### src/rtl/dice_pkg.sv
package dice_pkg;

  // Scoring machine states; the encoding is fixed.
  typedef enum logic [1:0] {
    GAME_FIRST = 2'b00,
    GAME_AGAIN = 2'b01,
    GAME_WON   = 2'b10,
    GAME_LOST  = 2'b11
  } game_state_e;

  // Spin sequencer states.
  typedef enum logic {
    SPIN_IDLE   = 1'b0,
    SPIN_ACTIVE = 1'b1
  } spin_state_e;

endpackage

### src/rtl/die_pair.sv
module die_pair #(
  parameter int FACES    = 6,
  parameter int NUM_DICE = 2,
  parameter int DIE_W    = $clog2(FACES + 1),
  parameter int SUM_W    = $clog2(2 * FACES + 1)
) (
  input  logic                        clk,
  input  logic                        rst_n,
  input  logic                        advance,
  output logic [NUM_DICE-1:0][DIE_W-1:0] face,
  output logic [SUM_W-1:0]            sum
);

  localparam logic [DIE_W-1:0] FACE_ONE = DIE_W'(1);
  localparam logic [DIE_W-1:0] FACE_TOP = DIE_W'(FACES);

  logic [NUM_DICE-1:0] carry;

  for (genvar i = 0; i < NUM_DICE; i++) begin : g_die
    logic [DIE_W-1:0] face_nx;

    if (i == 0) begin : g_first
      assign carry[i] = advance;
    end else begin : g_chain
      assign carry[i] = carry[i-1] && (face[i-1] == FACE_TOP);
    end

    always_comb begin
      face_nx = face[i];
      if (carry[i]) begin
        face_nx = (face[i] == FACE_TOP) ? FACE_ONE : face[i] + FACE_ONE;
      end
    end

    always_ff @(posedge clk or negedge rst_n) begin
      if (!rst_n) begin
        face[i] <= FACE_ONE;
      end else if (carry[i]) begin
        face[i] <= face_nx;
      end
    end

    // faces never leave 1..FACES
    a_r2_face_range: assert property (@(posedge clk) disable iff (!rst_n)
      (face[i] >= FACE_ONE) && (face[i] <= FACE_TOP));
  end

  always_comb begin
    sum = '0;
    for (int k = 0; k < NUM_DICE; k++) begin
      sum = sum + SUM_W'(face[k]);
    end
  end

  // nothing moves without an advance
  a_r2_hold_still: assert property (@(posedge clk) disable iff (!rst_n)
    !advance |=> $stable(face));

  // low die wraps back to one
  a_r2_low_wrap: assert property (@(posedge clk) disable iff (!rst_n)
    (advance && face[0] == FACE_TOP) |=> (face[0] == FACE_ONE));

endmodule

### src/rtl/spin_ctl.sv
module spin_ctl
  import dice_pkg::*;
(
  input  logic clk,
  input  logic rst_n,
  input  logic enable,
  input  logic button,
  output logic spinning,
  output logic finished
);

  spin_state_e st_q, st_nx;

  always_comb begin
    st_nx    = st_q;
    spinning = 1'b0;
    finished = 1'b0;
    unique case (st_q)
      SPIN_IDLE: begin
        if (enable && button) st_nx = SPIN_ACTIVE;
      end
      SPIN_ACTIVE: begin
        if (button) begin
          spinning = 1'b1;
        end else begin
          finished = 1'b1;
          st_nx    = SPIN_IDLE;
        end
      end
      default: st_nx = SPIN_IDLE;
    endcase
  end

  always_ff @(posedge clk or negedge rst_n) begin
    if (!rst_n) st_q <= SPIN_IDLE;
    else        st_q <= st_nx;
  end

  // completion is a single-cycle pulse
  a_r3_finish_pulse: assert property (@(posedge clk) disable iff (!rst_n)
    finished |=> !finished);

endmodule

### src/rtl/score_ctl.sv
module score_ctl
  import dice_pkg::*;
#(
  parameter int FACES = 6,
  parameter int SUM_W = $clog2(2 * FACES + 1)
) (
  input  logic             clk,
  input  logic             rst_n,
  input  logic             finished,
  input  logic             new_game,
  input  logic [SUM_W-1:0] sum,
  input  logic [SUM_W-1:0] point,
  output logic             en_roll,
  output logic             store_point,
  output logic             win_lamp,
  output logic             lose_lamp
);

  localparam logic [SUM_W-1:0] SUM_SEVEN  = SUM_W'(FACES + 1);
  localparam logic [SUM_W-1:0] SUM_ELEVEN = SUM_W'(2 * FACES - 1);
  localparam logic [SUM_W-1:0] SUM_TWO    = SUM_W'(2);
  localparam logic [SUM_W-1:0] SUM_THREE  = SUM_W'(3);
  localparam logic [SUM_W-1:0] SUM_TOP    = SUM_W'(2 * FACES);

  game_state_e st_q, st_nx;
  logic        natural_win, craps_loss, seven, matched;

  assign natural_win = (sum == SUM_SEVEN) || (sum == SUM_ELEVEN);
  assign craps_loss  = (sum == SUM_TWO) || (sum == SUM_THREE) || (sum == SUM_TOP);
  assign seven       = (sum == SUM_SEVEN);
  assign matched     = (sum == point);

  always_comb begin
    st_nx       = st_q;
    en_roll     = 1'b0;
    store_point = 1'b0;
    unique case (st_q)
      GAME_FIRST: begin
        en_roll = 1'b1;
        if (finished) begin
          if (natural_win)     st_nx = GAME_WON;
          else if (craps_loss) st_nx = GAME_LOST;
          else begin
            store_point = 1'b1;
            st_nx       = GAME_AGAIN;
          end
        end
      end
      GAME_AGAIN: begin
        en_roll = 1'b1;
        if (finished) begin
          if (matched)    st_nx = GAME_WON;
          else if (seven) st_nx = GAME_LOST;
        end
      end
      GAME_WON:  if (new_game) st_nx = GAME_FIRST;
      GAME_LOST: if (new_game) st_nx = GAME_FIRST;
      default:   st_nx = GAME_FIRST;
    endcase
  end

  always_ff @(posedge clk or negedge rst_n) begin
    if (!rst_n) st_q <= GAME_FIRST;
    else        st_q <= st_nx;
  end

  assign win_lamp  = (st_q == GAME_WON);
  assign lose_lamp = (st_q == GAME_LOST);

  // a lit lamp survives any cycle without new_game
  a_r10_win_hold: assert property (@(posedge clk) disable iff (!rst_n)
    (win_lamp && !new_game) |=> win_lamp);
  a_r10_lose_hold: assert property (@(posedge clk) disable iff (!rst_n)
    (lose_lamp && !new_game) |=> lose_lamp);

  // an opening seven wins on the completing edge
  a_r4_opening_seven: assert property (@(posedge clk) disable iff (!rst_n)
    (st_q == GAME_FIRST && finished && seven) |=> win_lamp);

  // matching the point wins
  a_r7_point_match: assert property (@(posedge clk) disable iff (!rst_n)
    (st_q == GAME_AGAIN && finished && matched) |=> win_lamp);

endmodule

### src/rtl/dice_game_ctl.sv
module dice_game_ctl #(
  parameter int  FACES = 6,
  localparam int DIE_W = $clog2(FACES + 1),
  localparam int SUM_W = $clog2(2 * FACES + 1)
) (
  input  logic             clk,
  input  logic             rst_n,
  input  logic             roll_btn,
  input  logic             new_game,
  output logic             win_lamp,
  output logic             lose_lamp,
  output logic [DIE_W-1:0] die_a,
  output logic [DIE_W-1:0] die_b,
  output logic [SUM_W-1:0] dice_sum
);

  logic [1:0]             rst_pipe;
  logic                   rst_core_n;
  logic                   en_roll, spinning, finished, store_point;
  logic [SUM_W-1:0]       point_q;
  logic [1:0][DIE_W-1:0]  faces;

  // Asynchronous assertion, synchronous release
  always_ff @(posedge clk or negedge rst_n) begin
    if (!rst_n) rst_pipe <= '0;
    else        rst_pipe <= {rst_pipe[0], 1'b1};
  end
  assign rst_core_n = rst_pipe[1];

  spin_ctl i_spin (
    .clk      (clk),
    .rst_n    (rst_core_n),
    .enable   (en_roll),
    .button   (roll_btn),
    .spinning (spinning),
    .finished (finished)
  );

  die_pair #(
    .FACES    (FACES),
    .NUM_DICE (2),
    .DIE_W    (DIE_W),
    .SUM_W    (SUM_W)
  ) i_dice (
    .clk     (clk),
    .rst_n   (rst_core_n),
    .advance (spinning),
    .face    (faces),
    .sum     (dice_sum)
  );

  score_ctl #(
    .FACES (FACES),
    .SUM_W (SUM_W)
  ) i_score (
    .clk         (clk),
    .rst_n       (rst_core_n),
    .finished    (finished),
    .new_game    (new_game),
    .sum         (dice_sum),
    .point       (point_q),
    .en_roll     (en_roll),
    .store_point (store_point),
    .win_lamp    (win_lamp),
    .lose_lamp   (lose_lamp)
  );

  always_ff @(posedge clk or negedge rst_core_n) begin
    if (!rst_core_n)      point_q <= '0;
    else if (store_point) point_q <= dice_sum;
  end

  assign die_a = faces[0];
  assign die_b = faces[1];

  // the dice only spin while the scoring machine grants a roll
  a_r3_spin_granted: assert property (@(posedge clk) disable iff (!rst_core_n)
    spinning |-> en_roll);

  // point only changes on a store
  a_r6_point_hold: assert property (@(posedge clk) disable iff (!rst_core_n)
    !store_point |=> $stable(point_q));

endmodule

### config.mk
export PLATFORM = sky130hd
export DESIGN_NAME = dice_game_ctl
export DESIGN_NICKNAME = d
export VERILOG_FILES = /design/src/rtl/dice_pkg.sv /design/src/rtl/die_pair.sv /design/src/rtl/spin_ctl.sv /design/src/rtl/score_ctl.sv /design/src/rtl/dice_game_ctl.sv
export SDC_FILE = /design/constraint.sdc
export NUM_CORES = 1
export LEC_CHECK = 0
export BUFFER_PORTS_ARGS = -buffer_cell sky130_fd_sc_hd__buf_4
export CORE_AREA = 2 2 44 42
export CTS_CLUSTER_SIZE = 25
export DETAILED_ROUTE_END_ITERATION = 8
export DIE_AREA = 0 0 46 44
export HOLD_SLACK_MARGIN = 0.05
export PLACE_DENSITY_LB_ADDON = 0.05
export SLEW_MARGIN = 30
export SYNTH_ARGS = -nofsm -noshare
export SYNTH_HDL_FRONTEND = slang
export SYNTH_SLANG_ARGS = --single-unit
export TNS_END_PERCENT = 50
### constraint.sdc
create_clock -name clk -period 3.4 [get_ports clk]
set_clock_uncertainty 0.05 [all_clocks]
set_input_delay 0.17 -clock clk [delete_from_list [all_inputs] [get_ports clk]]
set_output_delay 0.17 -clock clk [all_outputs]
set_load 0.01 [all_outputs]
Word level (Yosys, flattened, before mapping)

Cells that the tools add are included.

Eq/ne operators: 15
Reduce and logical (&&, ||, !) cells: 9
Shifts and indexed selects: 0
Bitwise logic cells: 1
Order comparisons: 0
Multiplexer cells: 21
Div/mod/pow operators: 0
$add $sub $neg: 3
Multiply operators: 0

Operator list:

| operator                                                                 | count |
|---|---|
| 2-bit two-way mux                                                        | 7 |
| 1-bit two-way mux                                                        | 10 |
| 4-bit by 2-bit equality test with 1-bit output (second input constant)   | 2 |
| 4-bit equality test (second input constant)                              | 2 |
| 3-bit by 1-bit adder with 3-bit output (second input constant)           | 2 |
| 3-bit equality test (second input constant)                              | 2 |
| 3-bit two-way mux                                                        | 2 |
| 2-bit case mux with 3 select lines                                       | 1 |
| 3-bit by 3-bit adder with 4-bit output                                   | 1 |
| 2-bit equality test (second input constant)                              | 2 |
| 4-bit by 3-bit equality test with 1-bit output (second input constant)   | 1 |
| 4-bit equality test                                                      | 1 |
| 2-bit inequality test (second input constant)                            | 2 |
| 4-bit AND reduction                                                      | 1 |
| 2-bit OR reduction                                                       | 2 |
| 1-bit logical OR                                                         | 3 |
| 3-bit by 1-bit inequality test with 1-bit output (second input constant) | 1 |
| 2-bit by 1-bit equality test with 1-bit output (second input constant)   | 1 |
| 1-bit logical AND                                                        | 2 |
| 2-bit logical NOT                                                        | 1 |
| 2-bit by 1-bit inequality test with 1-bit output (second input constant) | 1 |
| 1-bit case mux with 2 select lines                                       | 1 |
| 1-bit inverter                                                           | 1 |

Memories kept: 0
Input port bits: 4
ROM bits: 0
Word-level logic and storage cells: 55
Bits in latches: 0
Flip-flop bits (word level): 15
Bits in writable memories: 0

Logic depth before layout (Yosys ltp)

Gate-level depths: netlist (run 1).

Depth after elaboration: 8
Gate-level depth with buffers: 8
Depth with buffers taken out: 8

Cells and area by module

From an unflattened synthesis (run 1), not the netlist that was laid out.

Cells, all modules: 76
Area total of the unflattened synthesis: 817.0 µm²

By module, submodules not included:

| module        | instances | sequential area each (µm²) | cells an instance | area each (µm²) |
|---|---|---|---|---|
| die_pair      | 1         | 152.6                      | 35                | 357.8 |
| score_ctl     | 1         | 50.0                       | 26                | 215.2 |
| dice_game_ctl | 1         | 150.1                      | 11                | 198.9 |
| spin_ctl      | 1         | 25.0                       | 4                 | 45.0 |

Least setup slack after synthesis (run 1)

OpenSTA, ideal clock, no wires.

Path kind: register to register
Start point: reg i_dice.face[0] (netlist name)
End point: reg point_q[0]
Required time: 3,225 ps
Arrival time: 2,420 ps
Cell stages (with the launch flop): 8
Buffers on the path: 0
Setup slack: 804 ps
Setup time: 125 ps
Cell sequence: dfstp_2 -> ha_1 -> fa_1 -> xnor2_1 -> maj3_2 -> a221o_1 -> or2_4 -> mux2_4

Cells in the longest elaborated chain, start to end: 8
Elaborated cells between the ends (all ways): 13

RTL lines:

| element                                        | RTL line            | text |
|---|---|---|
| start, declared                                | die_pair.sv:10      | `output logic [NUM_DICE-1:0][DIE_W-1:0] face,` |
| start signal, assigned by index                | die_pair.sv:39      | `face[i] <= face_nx;` |
| 3-bit by 3-bit adder with 4-bit output (*)     | die_pair.sv:51      | `sum = sum + SUM_W'(face[k]);` |
| 4-bit by 2-bit equality test with 1-bit output | score_ctl.sv:29     | `assign craps_loss = (sum == SUM_TWO) \|\| (sum == SUM_THREE) \|\| (sum == SUM_TOP);` |
| 1-bit logical OR (2 in a row)                  | score_ctl.sv:29     |  |
| 1-bit two-way mux                              | score_ctl.sv:42     | `else if (craps_loss) st_nx = GAME_LOST;` |
| 1-bit two-way mux                              | score_ctl.sv:41     | `if (natural_win) st_nx = GAME_WON;` |
| 1-bit two-way mux                              | score_ctl.sv:40     | `if (finished) begin` |
| 1-bit two-way mux                              | score_ctl.sv:37     | `unique case (st_q)` |
| end signal, assigned                           | dice_game_ctl.sv:70 | `else if (store_point) point_q <= dice_sum;` |
| end, declared                                  | dice_game_ctl.sv:20 | `logic [SUM_W-1:0] point_q;` |

Every way passes the cells marked *; elsewhere a longest branch is shown, timed or not.
A chain may end at the register's enable or synchronous reset.

Final worst setup path (run 1)

Ends and elaborated chain as after synthesis.

==> impl_metrics.env, run 1 <==
export IMPL_grt_ovfl_total=0
export IMPL_routed_wl_mm=1.682
export IMPL_netlist_area_um2=825.8
export IMPL_drt_iter0_drc=10
export IMPL_peakVddDrop_uv=495.1
export IMPL_wl_met2_um=770
export IMPL_route_detailed_drc=0
export IMPL_critPathKind="reg2reg"
export IMPL_hold_class="in2reg"
export IMPL_power_total_mw=1.040
export IMPL_grt_pass1_vias=646
export IMPL_syn_inst=81
export IMPL_critPathBufInv=0
export IMPL_die_area_mm2=0.002024
export IMPL_viasPerCell=5.609
export IMPL_status="complete, no violations"
export IMPL_first_pass_iters=4
export IMPL_rsz0062_at_grt="no"
export IMPL_critical_path_peak_fanout=7
export IMPL_fmax_ghz=0.3690
export IMPL_relSlewSlack=0.6054
export IMPL_numPortBuffers=15
export IMPL_h_tree_depth=1
export IMPL_cts_sinks=15
export IMPL_drive_above_1_share=0.2525
export IMPL_ys_seq_area_frac=0.4576
export IMPL_synth_seq_cells=15
export IMPL_p_per_area_mw_per_mm2=1052
export IMPL_die_h_um=44
export IMPL_fin_nets=108
export IMPL_post_cts_setup_buffers=0
export IMPL_dr_max_layer_used="met4"
export IMPL_hpwl_mm=1.239
export IMPL_coreArea_mm2=0.001577
export IMPL_worstPathRequired_ns=3.53
export IMPL_power_leakage_nw=0.4882
export IMPL_cp_cell_sequence="ha_1 > fa_1 > xnor2_1 > maj3_2 > a221o_1 > or2_4 > mux2_4"
export IMPL_antenna_found_initial=0
export IMPL_final_max_slew_viol_count=0
export IMPL_hold_viol_final=0
export IMPL_grt_pass1_wl_mm=2.856
export IMPL_startpoint_type="register"
export IMPL_ys_warn_count=0
export IMPL_fin_crit_sh=0.7970
export IMPL_slowest_delay_ns=0.41
export IMPL_met1_length_um=809
export IMPL_synth_cell_types=32
export IMPL_rows=14
export IMPL_cap_viol_max_count=0
export IMPL_fin_crit_ns=2.710
export IMPL_die_w_um=46
export IMPL_gp_congestion=0.8401
export IMPL_cts_buffer_depth=2
export IMPL_crit_slowest_cell="dfstp_2"
export IMPL_areaGrowthSynthToFinish_pct=19.70
export IMPL_synth_top_area_share=0.3939
export IMPL_yosysTopAreaCell="dfrtp_1"
export IMPL_cts_tree="done"
export IMPL_track_usage=0.1973
export IMPL_cp_top_family="adder cells"
export IMPL_synth_area_leaders="dfrtp_1 39%, dfstp_2 6.4%, ha_1 4.5%"
export IMPL_clk_pin_slew_ns=0.10
export IMPL_cts_root_buf="clkbuf_4"
export IMPL_avgSynthCellArea_um2=10.19
export IMPL_arrival_ns=2.84
export IMPL_io_pin_count=16
export IMPL_wl_met3_um=80
export IMPL_num_antenna_cells=0
export IMPL_via_count=645
export IMPL_ant_nets=0
export IMPL_setup_viol=0
export IMPL_worst_pin_slew_ns=0.5907
export IMPL_post_cts_resized=0
export IMPL_critPathCaptureType="register"
export IMPL_avgRoutedWirePerCell_um=14.63
export IMPL_start_util=0.5238
export IMPL_syn_num_nets=89
export IMPL_insertion_delay_ns=0.29
export IMPL_tns_ns=0
export IMPL_cts_buffers=3
export IMPL_grt_max_degree=14
-- report_power, final --
part / leakage [nW] / switching [mW] / internal (mW)
clock: 0.0177 / 0.0631 / 0.0438
combinational: 0.285 / 0.313 / 0.283
sequential: 0.186 / 0.0888 / 0.248
total: 0.488 / 0.465 / 0.575
-- final timing paths --
| kind | start | to | slack (ns) | depth (start not counted) |
|---|---|---|---|---|
| max | i_dice.face[0] | point_q[0] | 0.69 | 7 |
| min in group asynchronous | rst_n | rst_pipe[1] | 0.12 | 2 |
| max reg2reg | i_dice.face[0] | point_q[0] | 0.69 | 7 |
| min | new_game | i_score.st_q[1] | 0.11 | 3 |
| min reg2reg | rst_pipe[1] | point_q[2] | 0.18 | 0 |
| max in group asynchronous | rst_pipe[1] | i_dice.face[0] | 2.75 | 0 |
-- registers in the layout, indices dropped and copies added (netlist names) --
register      flops
point_q           4
rst_pipe          2
i_spin.st_q       1
i_dice.face       6
i_score.st_q      2
-- cells by family (layout without fill, tap and decap cells) --
logic type,count (synthesis),in the layout,synth area share
xor gates and xnor gates,8,8,0.08484
AOI/OAI and AO/OA,21,21,0.1727
DFF,15,15,0.4576
and+or+nand+nor,21,21,0.1243
muxes,2,2,0.03637
buffers and inverters,8,26,0.03637
adders and majority gates,5,5,0.08334
other,1,1,0.004541
-- area by class of cell --
| type | instances | area, µm² |
|---|---|---|
| inverter | 6 | 22.52 |
| clock buffer | 3 | 22.52 |
| clock inverter | 1 | 5.005 |
| fill | 131 | 588.1 |
| timing repair buffer | 16 | 122.6 |
| tap | 16 | 20.02 |
| sequential | 15 | 377.9 |
| multi-input combinational | 58 | 417.9 |
-- synth_stat cells --
cell,count
xnor2_1,4
nor3_1,2
or3_1,1
a31oi_1,3
dfrtp_1,13
ha_1,3
nand4_1,1
fa_1,1
xor2_1,4
nor2_1,2
inv_1,6
a32o_1,1
a221o_1,1
a32oi_1,1
conb_1,1
nand3_1,2
o311ai_0,1
or2_4,1
o21ai_0,7
a311o_1,1
maj3_2,1
nor3b_1,1
nor2b_1,1
nand2_1,9
clkbuf_1,2
o21ai_1,2
o221ai_1,1
a21boi_0,1
a21o_1,2
mux2_4,2
dfstp_2,2
and2_1,1
-- through the flow --
step           worst slack (ns)  hold WS (ns)  instances  area, µm²  utilization
3_5_place_dp             0.7110      -0.09524        110      950.9       0.6032
4_1_cts                  0.6909        0.1079        115      988.4       0.6270
6_report                 0.6903        0.1109        115      988.4       0.6270
2_1_floorplan            0.8045       -0.1756         81      825.8            -
3_3_place_gp             0.7698      -0.09677        110      950.9       0.6032
5_1_grt                  0.5641        0.1085        115      988.4       0.6270
-- layout by cell type, fill, tap and decap left out, drive strengths merged --
cell type	Yosys	layout
nor3	2	2
fa	1	1
nor3b	1	1
dfstp	2	2
ha	3	3
nand2	9	9
a311o	1	1
a21o	2	2
buf	0	15
dfrtp	13	13
and2	1	1
a31oi	3	3
a21boi	1	1
clkbuf	2	3
clkinv	0	1
nand4	1	1
dlygate4sd3	0	1
o221ai	1	1
o311ai	1	1
or2	1	1
inv	6	6
a221o	1	1
nor2	2	2
o21ai	9	9
mux2	2	2
nand3	2	2
conb	1	1
xnor2	4	4
a32o	1	1
maj3	1	1
nor2b	1	1
xor2	4	4
a32oi	1	1
or3	1	1
-- layer usage --
metal	track usage	vias to the layer above
met5	0	-
met3	0.04583	4
met2	0.2639	22
li1	-	320
met4	0.1029	0
met1	0.2926	299
-- worst min-delay path, stage by stage --
cell	delay, ns
buf_4	0.11
inv_1	0.04
a32o_1	0.10
-- timing repair --
item / CTS / global route
hold buffers: 1 / 0
endpoints found under the setup margin: 0 / 0
hold endpoints to repair: 2 / 0
No activity file was read; power rests on OpenSTA's default activity.
==> inputs of run 2 (changes only) <==
- CORE_AREA: 2 2 44 42 -> 2 2 48 45
- DIE_AREA: 0 0 46 44 -> 0 0 50 47
- clock period: 3.4 -> 2.4 ns (I/O delays scaled with it)
==> impl_metrics.env, run 2 (same netlist as run 1, synthesis figures left out) <==
export IMPL_failed_checks="setup timing"
export IMPL_multi_input_area_um2=466.7
export IMPL_worst_pin_slew_ns=0.6106
export IMPL_cts_tree="done"
export IMPL_numPortBuffers=15
export IMPL_route_detailed_drc=0
export IMPL_routed_wl_mm=1.798
export IMPL_final_max_slew_viol_count=0
export IMPL_p_per_area_mw_per_mm2=1548
export IMPL_grt_pass1_vias=648
export IMPL_arrival_ns=2.55
export IMPL_reg_top3="i_dice.face x6, point_q x4"
export IMPL_startpoint_type="register"
export IMPL_h_tree_depth=1
export IMPL_cts_sinks=15
export IMPL_rows=15
export IMPL_critical_path_peak_fanout=3
export IMPL_hold_viol_final=0
export IMPL_drive_above_1_share=0.3761
export IMPL_critPathCaptureType="register"
export IMPL_first_pass_iters=4
export IMPL_hpwl_mm=1.416
export IMPL_regArea_um2=377.9
export IMPL_insertion_delay_ns=0.29
export IMPL_track_usage=0.1755
export IMPL_areaGrowthSynthToFinish_pct=36.06
export IMPL_largest_register_ffs=6
export IMPL_gp_congestion=0.7468
export IMPL_num_antenna_cells=0
export IMPL_die_w_um=50
export IMPL_fin_crit_ns=2.424
export IMPL_rsz0062_at_grt="yes"
export IMPL_hold_class="in2reg"
export IMPL_cap_viol_max_count=0
export IMPL_grt_ovfl_total=0
export IMPL_power_leakage_nw=0.5438
export IMPL_status="complete, but fails checks"
export IMPL_avgRoutedWirePerCell_um=13.42
export IMPL_grt_max_degree=14
export IMPL_cts_root_buf="clkbuf_4"
export IMPL_power_total_mw=1.739
export IMPL_antenna_found_initial=0
export IMPL_cts_buffer_depth=2
export IMPL_top_register="i_dice.face"
export IMPL_via_count=670
export IMPL_drt_iter0_drc=17
export IMPL_critPathKind="reg2reg"
export IMPL_final_common_cell="buf_4"
export IMPL_fin_nets=118
export IMPL_fillers=164
export IMPL_die_h_um=47
export IMPL_start_util=0.4444
export IMPL_fin_crit_sh=1.010
export IMPL_setup_viol=2
export IMPL_worstPathRequired_ns=2.53
export IMPL_fmax_ghz=0.4125
export IMPL_peakVddDrop_uv=660.7
export IMPL_setup_slack_ns=-0.02405
export IMPL_clk_pin_slew_ns=0.09
export IMPL_ant_nets=0
export IMPL_cts_buffers=3
export IMPL_io_pin_count=16
export IMPL_relSlewSlack=0.5921
export IMPL_grt_pass1_wl_mm=2.960
export IMPL_coreArea_mm2=0.001858
export IMPL_viasPerCell=5.000
export IMPL_final_cell_mix="25 x buf_4, 13 x dfrtp_1, 9 x nand2_1"
export IMPL_die_area_mm2=0.002350
export IMPL_pre_cts_slack_ns=-0.04907
==> run 2: through the flow <==
| step | TNS [ns] | area, µm² | hold slack [ns] | std cells | utilization |
|---|---|---|---|---|---|
| after detailed placement | -0.09392 | 1071 | -0.1428 | 129 | 0.5764 |
| final | -0.04486 | 1124 | 0.05999 | 134 | 0.6047 |
| after global routing | -0.2280 | 1124 | 0.05033 | 134 | 0.6047 |
| after global placement | 0 | 1071 | -0.1473 | 129 | 0.5764 |
| after floorplan | -0.1656 | 859.6 | -0.2256 | 81 | - |
| after CTS | -0.05732 | 1109 | 0.05744 | 134 | 0.5966 |
==> run 2: final timing paths <==
kind / startpoint / end / slack (ns) / depth (start not counted)
min in group asynchronous: rst_n / rst_pipe[0] / 0.10 / 2
max in group asynchronous: rst_pipe[1] / i_dice.face[3] / 1.80 / 0
worst min register to register: rst_pipe[1] / i_dice.face[1] / 0.15 / 0
worst max register to register: i_dice.face[3] / point_q[3] / -0.02 / 7
worst max-delay path: i_dice.face[3] / point_q[3] / -0.02 / 7
worst min-delay path: roll_btn / i_spin.st_q / 0.06 / 2
==> run 2: area by class of cell <==
class	count	share of cell area
Clock buffer	3	0.02004
Timing Repair Buffer	26	0.1759
Inverter	6	0.02004
Clock inverter	1	0.004454
Sequential cell	15	0.3363
Multi-Input combinational cell	58	0.4154
Tap cell	25	0.02784
==> run 2: report_power, final <==
group	internal (mW)	leakage, nW	switching [mW]
Clock	0.0619	0.0177	0.0791
Combinational	0.594	0.341	0.559
Sequential	0.352	0.186	0.0926
Total	1.01	0.544	0.731
==> run 2: metal layers <==
metal	global-route usage	part of all wire	vias up
li1	-	-	344
met1	0.2414	0.50	313
met2	0.2763	0.46	13
met3	0.05732	0.041	0
met4	0.03333	0	0
met5	0	0	-
==> run 2: critical path: stages, from the launching register on <==
cell and delay (ns):
dfstp_2 0.40, ha_4 0.16, fa_2 0.38, xnor2_4 0.15, maj3_2 0.31, a221o_1 0.31
or2_4 0.26, mux2_4 0.29
==> run 2: timing repair <==
action,in CTS,in global routing
setup endpoints to repair,2,5
pin swaps,1,0
endpoints found under the hold margin,2,0
buffers inserted,0,0
gates resized for setup,0,3
hold buffers,1,0
cloned,0,0
==> inputs of run 3 (changes only) <==
- ABC_AREA: default -> 1
- CORE_AREA: 2 2 48 45 -> 2 2 50 47
- DIE_AREA: 0 0 50 47 -> 0 0 52 49
==> impl_metrics.env, run 3 <==
export IMPL_cts_sinks=15
export IMPL_areaGrowthSynthToFinish_pct=22.06
export IMPL_fmax_ghz=0.4584
export IMPL_setup_viol=0
export IMPL_numPortBuffers=15
export IMPL_cp_top_family="adder cells"
export IMPL_synth_most_common_cell="nand2_1"
export IMPL_final_max_slew_viol_count=0
export IMPL_h_tree_depth=1
export IMPL_netlist_area_um2=947.2
export IMPL_cts_tree="done"
export IMPL_synth_seq_cells=15
export IMPL_antenna_found_initial=0
export IMPL_worst_pin_slew_ns=0.5588
export IMPL_yosysTopAreaCell="dfrtp_1"
export IMPL_fin_crit_ns=2.181
export IMPL_first_pass_iters=4
export IMPL_grt_ovfl_total=0
export IMPL_syn_inst=122
export IMPL_ys_warn_count=0
export IMPL_final_cell_mix="32 x nand2_1, 15 x buf_4, 14 x inv_1"
export IMPL_fillers=198
export IMPL_largest_register_ffs=6
export IMPL_avgRoutedWirePerCell_um=10.57
export IMPL_relSlewSlack=0.6275
export IMPL_grt_pass1_wl_mm=3.318
export IMPL_routed_wl_mm=1.808
export IMPL_clk_pin_slew_ns=0.10
export IMPL_arrival_ns=2.31
export IMPL_multi_input_area_um2=510.5
export IMPL_startpoint_type="register"
export IMPL_critical_path_peak_fanout=8
export IMPL_die_h_um=49
export IMPL_reg_top3="i_dice.face x6, point_q x4"
export IMPL_via_count=788
export IMPL_synth_cell_types=25
export IMPL_post_cts_setup_buffers=0
export IMPL_die_area_mm2=0.002548
export IMPL_cts_buffers=3
export IMPL_route_detailed_drc=0
export IMPL_die_w_um=52
export IMPL_grt_pass1_vias=748
export IMPL_grt_max_degree=14
export IMPL_ant_nets=0
export IMPL_syn_num_nets=130
export IMPL_fin_crit_sh=0.9089
export IMPL_cts_buffer_depth=2
export IMPL_critPathKind="reg2reg"
export IMPL_fin_nets=153
export IMPL_num_antenna_cells=0
export IMPL_hold_class="in2async"
export IMPL_synth_top_area_share=0.3435
export IMPL_viasPerCell=4.608
export IMPL_cap_viol_max_count=0
export IMPL_critPathBufInv=1
export IMPL_final_common_cell="nand2_1"
export IMPL_cp_cell_sequence="ha_2 > fa_2 > nand2_1 > inv_1 > nand3_1 > nor2_2 > nor2_4 > nand3_4 > nand2_1 > o21ai_1"
export IMPL_drt_iter0_drc=12
export IMPL_worstPathRequired_ns=2.53
export IMPL_hold_viol_final=0
export IMPL_tns_ns=0
export IMPL_synth_main_ff_cell="dfrtp_1"
export IMPL_slowest_delay_ns=0.61
export IMPL_rows=16
export IMPL_async_flop_share=1.000
export IMPL_drive_above_1_share=0.2917
export IMPL_avgSynthCellArea_um2=7.764
export IMPL_synth_edff_count=0
export IMPL_regArea_um2=377.9
export IMPL_yosys_top_cells_count="32 x nand2_1, 14 x inv_1, 13 x dfrtp_1"
export IMPL_io_pin_count=16
export IMPL_top_register="i_dice.face"
export IMPL_critPathCaptureType="register"
export IMPL_cts_root_buf="clkbuf_4"
export IMPL_insertion_delay_ns=0.29
export IMPL_rsz0062_at_grt="no"
export IMPL_status="complete, no violations"
export IMPL_crit_slowest_cell="dfstp_2"
export IMPL_track_usage=0.1770
export IMPL_synth_area_leaders="dfrtp_1 34%, nand2_1 13%, dfstp_2 5.5%"
export IMPL_crit_top_cell="nand2_1"
export IMPL_gp_congestion=0.7662
export IMPL_ys_seq_area_frac=0.3989
export IMPL_start_util=0.4593
export IMPL_coreArea_mm2=0.002062
export IMPL_hpwl_mm=1.410
## run 3: cell types whose count changed in the layout (fill, tap and decap cells not counted), sizes merged, moves of 3 or more
cell and change:
nand2 +32, nor2 +14, buf -10, inv +10, nand3 +10, xor2 -4
a31oi -3
## run 3: layout make-up
cell class,instances,share of cell area
multi-input combinational,90,0.4416
sequential,15,0.3268
timing repair buffer,18,0.1234
inverter,17,0.05519
tap,27,0.02922
clock buffer,3,0.01948
clock inverter,1,0.004329
## run 3: kinds of logic (layout without fill, tap and decap cells)
group / Yosys count / after routing / synth area share
compound gates: 12 / 12 / 0.07134
buf+inv: 17 / 39 / 0.06737
simple gates: 70 / 70 / 0.3699
other cells: 1 / 1 / 0.003959
flops: 15 / 15 / 0.3989
fa+ha+maj: 4 / 4 / 0.06077
xor+xnor: 3 / 3 / 0.02775
## run 3: stage by stage
stage                     instances  setup slack (ns)    util  hold slack [ns]  area (µm²)
final                           171            0.2185  0.5607          0.07768        1156
after global routing            171           0.01843  0.5607          0.07794        1156
after CTS                       171            0.1775  0.5583          0.06409        1151
after detailed placement        164            0.1925  0.5303          -0.1467        1094
after global placement          164            0.2455  0.5303          -0.1474        1094
after floorplan                 122            0.2581       -          -0.2256       947.2
## run 3: final timing paths
| path | start | endpoint | slack, ns | cells past startpoint |
|---|---|---|---|---|
| hold reg to reg | rst_pipe[1] | i_dice.face[2] | 0.18 | 0 |
| setup / recovery | i_dice.face[0] | point_q[1] | 0.22 | 10 |
| setup reg to reg | i_dice.face[0] | point_q[1] | 0.22 | 10 |
| min in group clk | rst_pipe[0] | rst_pipe[1] | 0.31 | 0 |
| hold / removal | rst_n | rst_pipe[0] | 0.08 | 2 |
| max in group asynchronous | rst_pipe[1] | i_dice.face[3] | 1.74 | 0 |
## run 3: repair_timing
| action | in CTS | in global routing |
|---|---|---|
| gates resized for setup | 0 | 2 |
| setup endpoints to repair | 0 | 4 |
| hold buffers | 3 | 0 |
| hold endpoints to repair | 4 | 0 |
## run 3: worst reg2reg max path: cells and delay by family, from the launching register on
kind | cells | cell delay, ns
AND/OR/NAND/NOR | 6 | 0.61
flip-flops | 1 | 0.61
AO/OA/AOI/OAI | 1 | 0.06
adder cells (fa/ha/maj) | 2 | 0.70
buffers and inverters | 1 | 0.04
## run 3: per-layer routing
metal / vias up / part of all wire / track usage
met5: - / 0 / 0
met4: 0 / 0.012 / 0.07895
met3: 2 / 0.028 / 0.03681
met2: 9 / 0.50 / 0.2764
met1: 354 / 0.46 / 0.2332
li1: 423 / - / -
Power of run 3 is left out: the tool's default activity adds up to more than one toggle a clock period on the data nets, which glitch-free logic cannot reach.
